### src/rtl/gpio_evt_pkg.sv
package gpio_evt_pkg;
  localparam int SEL_W = 3;

  typedef enum logic [SEL_W-1:0] {
    REG_KIND   = 3'd0,
    REG_BOTH   = 3'd1,
    REG_EN     = 3'd2,
    REG_EN_SET = 3'd3,
    REG_EN_CLR = 3'd4,
    REG_STAT   = 3'd5
  } evt_reg_e;
endpackage

### src/rtl/evt_cfg_regs.sv
module evt_cfg_regs
  import gpio_evt_pkg::*;
#(
  parameter int PINS = 32
) (
  input  logic             clk,
  input  logic             rst_n,
  input  logic             wr_en,
  input  logic [SEL_W-1:0] wr_sel,
  input  logic [PINS-1:0]  wr_data,
  output logic [PINS-1:0]  kind_q,
  output logic [PINS-1:0]  both_q,
  output logic [PINS-1:0]  en_q
);
  logic sel_kind, sel_both, sel_en, sel_set, sel_clr;

  assign sel_kind = wr_en && (wr_sel == REG_KIND);
  assign sel_both = wr_en && (wr_sel == REG_BOTH);
  assign sel_en   = wr_en && (wr_sel == REG_EN);
  assign sel_set  = wr_en && (wr_sel == REG_EN_SET);
  assign sel_clr  = wr_en && (wr_sel == REG_EN_CLR);

  always_ff @(posedge clk) begin
    if (!rst_n) begin
      kind_q <= '0;
      both_q <= '0;
      en_q   <= '0;
    end else begin
      if (sel_kind) kind_q <= wr_data;
      if (sel_both) both_q <= wr_data;
      if (sel_en)
        en_q <= wr_data;
      else if (sel_set)
        en_q <= en_q | wr_data;
      else if (sel_clr)
        en_q <= en_q & ~wr_data;
    end
  end


  en_set_chk: assert property (@(posedge clk) disable iff (!rst_n)
    sel_set |=> ((en_q & $past(wr_data)) == $past(wr_data)));


  en_clr_chk: assert property (@(posedge clk) disable iff (!rst_n)
    sel_clr |=> ((en_q & $past(wr_data)) == '0));


  en_keep_chk: assert property (@(posedge clk) disable iff (!rst_n)
    (sel_set || sel_clr) |=> ((en_q & ~$past(wr_data)) == ($past(en_q) & ~$past(wr_data))));


  en_hold_chk: assert property (@(posedge clk) disable iff (!rst_n)
    !(sel_en || sel_set || sel_clr) |=> $stable(en_q));
endmodule

### src/rtl/evt_edge_detect.sv
module evt_edge_detect #(
  parameter int PINS = 32
) (
  input  logic            clk,
  input  logic            rst_n,
  input  logic [PINS-1:0] din,
  input  logic [PINS-1:0] kind,
  input  logic [PINS-1:0] both,
  output logic [PINS-1:0] hit
);
  logic [PINS-1:0] prev_q;

  always_ff @(posedge clk) begin
    if (!rst_n) prev_q <= '0;
    else        prev_q <= din;
  end

  for (genvar g = 0; g < PINS; g++) begin : g_pin
    logic rise, fall;
    assign rise = din[g] & ~prev_q[g];
    assign fall = ~din[g] & prev_q[g];
    assign hit[g] = kind[g] ? (rise | (fall & both[g])) : din[g];
  end


  fall_only_chk: assert property (@(posedge clk) disable iff (!rst_n)
    (((prev_q & ~din & kind & ~both) & hit) == '0));
endmodule

### src/rtl/evt_status.sv
module evt_status #(
  parameter int PINS = 32
) (
  input  logic            clk,
  input  logic            rst_n,
  input  logic [PINS-1:0] hit,
  input  logic            clr_we,
  input  logic [PINS-1:0] clr_mask,
  input  logic [PINS-1:0] en,
  output logic [PINS-1:0] status_q,
  output logic            irq
);
  logic [PINS-1:0] eff_clr;

  assign eff_clr = clr_we ? clr_mask : '0;

  always_ff @(posedge clk) begin
    if (!rst_n) status_q <= '0;
    else        status_q <= (status_q & ~eff_clr) | hit;
  end

  assign irq = |(status_q & en);


  sticky_chk: assert property (@(posedge clk) disable iff (!rst_n)
    $past(rst_n) |-> ((~status_q & $past(status_q & ~eff_clr)) == '0));


  hit_wins_chk: assert property (@(posedge clk) disable iff (!rst_n)
    $past(rst_n) |-> ((~status_q & $past(hit)) == '0));
endmodule

### src/rtl/evt_gpio_irq.sv
module evt_gpio_irq
  import gpio_evt_pkg::*;
#(
  parameter int PINS = 32
) (
  input  logic             clk,
  input  logic             rst_n,
  input  logic [PINS-1:0]  din,
  input  logic             wr_en,
  input  logic [SEL_W-1:0] wr_sel,
  input  logic [PINS-1:0]  wr_data,
  input  logic [SEL_W-1:0] rd_sel,
  output logic [PINS-1:0]  rd_data,
  output logic [PINS-1:0]  status_o,
  output logic [PINS-1:0]  enable_o,
  output logic             irq_o
);
  logic [PINS-1:0] kind_w, both_w, en_w, hit_w, stat_w;
  logic            irq_w, stat_we;

  assign stat_we = wr_en && (wr_sel == REG_STAT);

  evt_cfg_regs #(.PINS(PINS)) u_cfg (
    .clk     (clk),
    .rst_n   (rst_n),
    .wr_en   (wr_en),
    .wr_sel  (wr_sel),
    .wr_data (wr_data),
    .kind_q  (kind_w),
    .both_q  (both_w),
    .en_q    (en_w)
  );

  evt_edge_detect #(.PINS(PINS)) u_det (
    .clk   (clk),
    .rst_n (rst_n),
    .din   (din),
    .kind  (kind_w),
    .both  (both_w),
    .hit   (hit_w)
  );

  evt_status #(.PINS(PINS)) u_stat (
    .clk      (clk),
    .rst_n    (rst_n),
    .hit      (hit_w),
    .clr_we   (stat_we),
    .clr_mask (wr_data),
    .en       (en_w),
    .status_q (stat_w),
    .irq      (irq_w)
  );

  always_comb begin
    case (rd_sel)
      REG_KIND: rd_data = kind_w;
      REG_BOTH: rd_data = both_w;
      REG_EN:   rd_data = en_w;
      REG_STAT: rd_data = stat_w;
      default:  rd_data = '0;
    endcase
  end

  assign status_o = stat_w;
  assign enable_o = en_w;
  assign irq_o    = irq_w;


  irq_match_chk: assert property (@(posedge clk) disable iff (!rst_n)
    irq_o == ((status_o & enable_o) != '0));
endmodule

### config.mk
export PLATFORM = sky130hd
export DESIGN_NAME = evt_gpio_irq
export DESIGN_NICKNAME = d
export VERILOG_FILES = /design/src/rtl/gpio_evt_pkg.sv /design/src/rtl/evt_cfg_regs.sv /design/src/rtl/evt_edge_detect.sv /design/src/rtl/evt_status.sv /design/src/rtl/evt_gpio_irq.sv
export SDC_FILE = /design/constraint.sdc
export NUM_CORES = 1
export LEC_CHECK = 0
export BUFFER_PORTS_ARGS = -buffer_cell sky130_fd_sc_hd__buf_4
export CAP_MARGIN = 40
export CORE_AREA = 8 8 167 185
export DETAILED_ROUTE_END_ITERATION = 6
export DIE_AREA = 0 0 175 193
export RECOVER_POWER = 100
export SKIP_LAST_GASP = 1
export SYNTH_ARGS = -nofsm -noshare
export SYNTH_HDL_FRONTEND = slang
export SYNTH_HIERARCHICAL = 1
export SYNTH_SLANG_ARGS = --single-unit
### constraint.sdc
create_clock -name clk -period 1.6 [get_ports clk]
set_input_delay 0.16 -clock clk [delete_from_list [all_inputs] [get_ports clk]]
set_output_delay 0.16 -clock clk [all_outputs]
set_load 0.005 [all_outputs]
# After elaboration in Yosys (flattened, before gate mapping)
# Cells that the tools add are included.
[totals]
register_bits = 160
input_bits = 73
output_inout_bits = 97
[op_classes]
n_eq_ne = 8
muxes = 37
bitwise_logic = 199
n_reduce_logical = 10
[ops]
columns = ["operator", "n"]
rows = [
  ["two-way mux 32 bit", 4],
  ["case mux 32 bit (4 select lines)", 1],
  ["bitwise AND 1 bit", 96],
  ["bitwise AND 32 bit", 3],
  ["inverter 1 bit", 64],
  ["inverter 32 bit", 2],
  ["bitwise OR 32 bit", 2],
  ["two-way mux 1 bit", 32],
  ["bitwise OR 1 bit", 32],
  ["OR reduction 32 bit", 1],
  ["== test 3 x 2 -> 1 bit (second input constant)", 3],
  ["== test 3 bit (second input constant)", 3],
  ["== test 3 x 1 -> 1 bit (second input constant)", 2],
  ["logical AND 1 bit", 6],
  ["zero test 3 bit", 2],
  ["nonzero test 3 bit", 1],
]

# Longest topological paths before layout
[logic_depth]
depth_word = 6
depth_mapped = 6
ltp_nobuf = 4

# By module
# Netlist, hierarchy kept.
[modules_own_cells]
columns = ["mod", "instances", "cells_each", "area_per_inst_um2"]
rows = [
  ["evt_cfg_regs", 1, 465, 3757.4],
  ["evt_gpio_irq", 1, 158, 1575.3],
  ["evt_edge_detect", 1, 163, 1536.5],
  ["evt_status", 1, 155, 1311.3],
]

# Worst setup path before layout
# Ideal clock, no wire load.
[synth_path]
kind = "reg2out"
from = "register (tool-made name)"
to = "output irq_o"
arrival_time_ns = 1.118
path_slack_ns = 0.322
path_stages_with_launch = 4
path_cell_list = "dfxtp_1 -> a22oi_2 -> nand4_1 -> or4_1"
[synth_rtl]
columns = ["element", "line_no", "source"]
rows = [
  ["to (decl)", "evt_gpio_irq.sv:16", "output logic irq_o"],
]

==> qor.csv <==
metric;value;unit
status;finished with violations;
violations;setup timing;
grt_usage;16.7;%
maxSlewHeadroom;47.3;%
syn_nets;1014;
drt_iter0_drc;522;
tightestPinTransition;791;ps
required;1440;ps
fin_crit;1930;ps
fin_area;11300;um^2
clock-sinks;160;
grt_overflow;0;
drv_cap;0;
rows;65;
cp.arrival;1770;ps
finClkSkew;8.08;ps
grt_pass1_vias;7874;
viasPerCell;5.10;
grt_pass1_wl;44.6;mm
r2r_slack;330;ps
hold_viol;0;
area_delta_synth_final;37.8;%
slowest_stage;or4_4;
final_util;40.2;%
multi_input_area;4580;um^2
wl;28.8;mm
synth.area.top_cells;dfxtp_1 (39%), nand2_1 (7.4%), nand3_1 (5.9%);
p_leak;0.00428;uW
ys_ff_latch;160;
cts_tree;built;
critPathLaunchType;flip-flop;
vias;8113;
drt-wirelength-per-cell;18.1;um
synthArstFlopShare;0;%
start_util;29.2;%
syn_avg_cell_area;8.69;um^2
p_per_area;900;nW/um^2
drv_slew;0;
clockRootBuffer;clkbuf_16;
end_kind;output pin;
yosysSeqAreaShare;39.2;%
synth_cells;941;
r2r_cells;4;
yosysTopAreaCellShare;39.2;%
path_cells;a22oi_2, nand4_1, or4_4, buf_6;
hp-class;primary input to flip-flop;
syn-cell-area;8180;um^2
port_buffers;169;
grt_max_degree;65;
max_stage_delay;550;ps
max_freq;0.517;GHz
die-area;33800;um^2
yosys-top-cells-count;nand2_1 (162), dfxtp_1 (160), nand3_1 (96);
clk_latency;420;ps
synth-edff-count;0;
timing.final.crit_share;121;%
final-seq-area;3200;um^2
final_nets;1280;
ys.warnings.count;6;
cts_setup_buffers;0;
fill_cells;2879;
ir_drop;0.589;mV
criticalPathCategory;flip-flop to output pin;
gp_congestion;0.796;
crit_fanout;2;
post_dp_cell_area;10400;um^2
synth_flop_cell;dfxtp_1;
postLayoutSetupSlackWorst;-335;ps
min_path_cells;3;
cts_buffers;17;
antenna_found_initial;3;
synth.distinct_cells;32;
drc;0;
fp.dieW;175;um
power.total;10100;uW
clk_path_buf_depth;2;
setup_viol;11;
drt-pass1-iter-count;5;
coreArea;28100;um^2
drive_gt1_share;27.0;%
fp.dieH;193;um
ios;170;
yosysMostFrequentCell;nand2_1;
rsz0062_at_grt;true;
h-tree-depth;4;
dp_hpwl;20.8;mm
synth_top_cell_by_area;dfxtp_1;
clk_pin_slew;60;ps
ant_nets;0;
## power breakdown
part | total, uW | internal (uW) | switching (uW)
Sequential | 4310 | 4180 | 133
Clock | 4210 | 2540 | 1660
Combinational | 1630 | 804 | 831
Total | 10100 | 7520 | 2630
## placed cells by master, fill, tap and decap left out, types with 5 or more instances in the layout
cell type | Yosys | layout
buf_4 | 4 | 164
nand4b_1 | 32 | 32
dfxtp_1 | 160 | 159
dlygate4sd3_1 | 0 | 63
clkbuf_4 | 0 | 8
nor2b_1 | 32 | 32
o211ai_1 | 35 | 36
and2_2 | 32 | 32
o211ai_2 | 29 | 28
a21oi_1 | 32 | 32
a21bo_2 | 32 | 32
mux2i_1 | 32 | 31
buf_12 | 3 | 9
nand3_1 | 96 | 96
clkbuf_1 | 37 | 77
clkbuf_2 | 3 | 8
clkbuf_16 | 0 | 17
o21ai_1 | 32 | 19
nand4bb_1 | 32 | 32
or3_1 | 32 | 32
nand2_1 | 162 | 162
o21ai_0 | 64 | 77
a22oi_2 | 3 | 11
a22oi_1 | 13 | 5
## worst max-delay path, delay by kind of cell, from the launching register on
kind            cells  cell delay (ps)
buf+inv             1              140
flops               1              320
simple gates        2              670
compound gates      1              220
## metal layers
metal	share of wire, %	track usage, %	vias up
met5	0.094	0	-
met4	3.2	7.57	4
met3	4.9	3.54	56
met2	45	26.6	232
met1	46	21.6	3875
li1	-	-	3946
## timing repair
item                                    CTS  global route
hold endpoints to repair                 90             0
endpoints found under the setup margin    1             3
pin swaps                                 3             5
hold buffers                             63             0
gates resized for setup                   7             8
## metrics by stage
step / setup TNS (ps) / hold slack (ps) / instances / worst slack (ps)
6_report: -582 / 23.0 / 1590 / -335
5_1_grt: -7060 / 30.3 / 1589 / -395
4_1_cts: -392 / 3.02 / 1588 / -392
3_5_place_dp: -134 / 396 / 1494 / -134
3_3_place_gp: -161 / 392 / 1494 / -161
2_1_floorplan: 0 / 288 / 941 / 322
## final timing paths
kind / from / end
worst min register to register: u_cfg/both_q[16]$_SDFFE_PN0P_ / u_cfg/both_q[16]$_SDFFE_PN0P_
worst max register to register: flip-flop / flip-flop
worst min-delay path: wr_data[13] / u_cfg/both_q[13]$_SDFFE_PN0P_
worst max-delay path: flip-flop / irq_o
## cell type report
type / count / share of cell area (%)
repair buffers: 326 / 21.5
multi-input cells: 702 / 40.6
clock inverters: 9 / 1.17
well taps: 368 / 4.08
diodes: 2 / 0.0444
clock buffers: 23 / 4.15
flip-flops and latches: 160 / 28.4
## cell families (layout without fill, tap and decap cells)
logic type	count (synthesis)	in the layout	share of synthesized area, %
AND/OR/NAND/NOR	429	429	30.1
AO/OA/AOI/OAI	241	241	21.2
flip-flops	160	160	39.2
buffers and inverters	79	358	5.69
multiplexers	32	32	3.92
other	0	2	0
No activity file was read; power rests on OpenSTA's default activity.
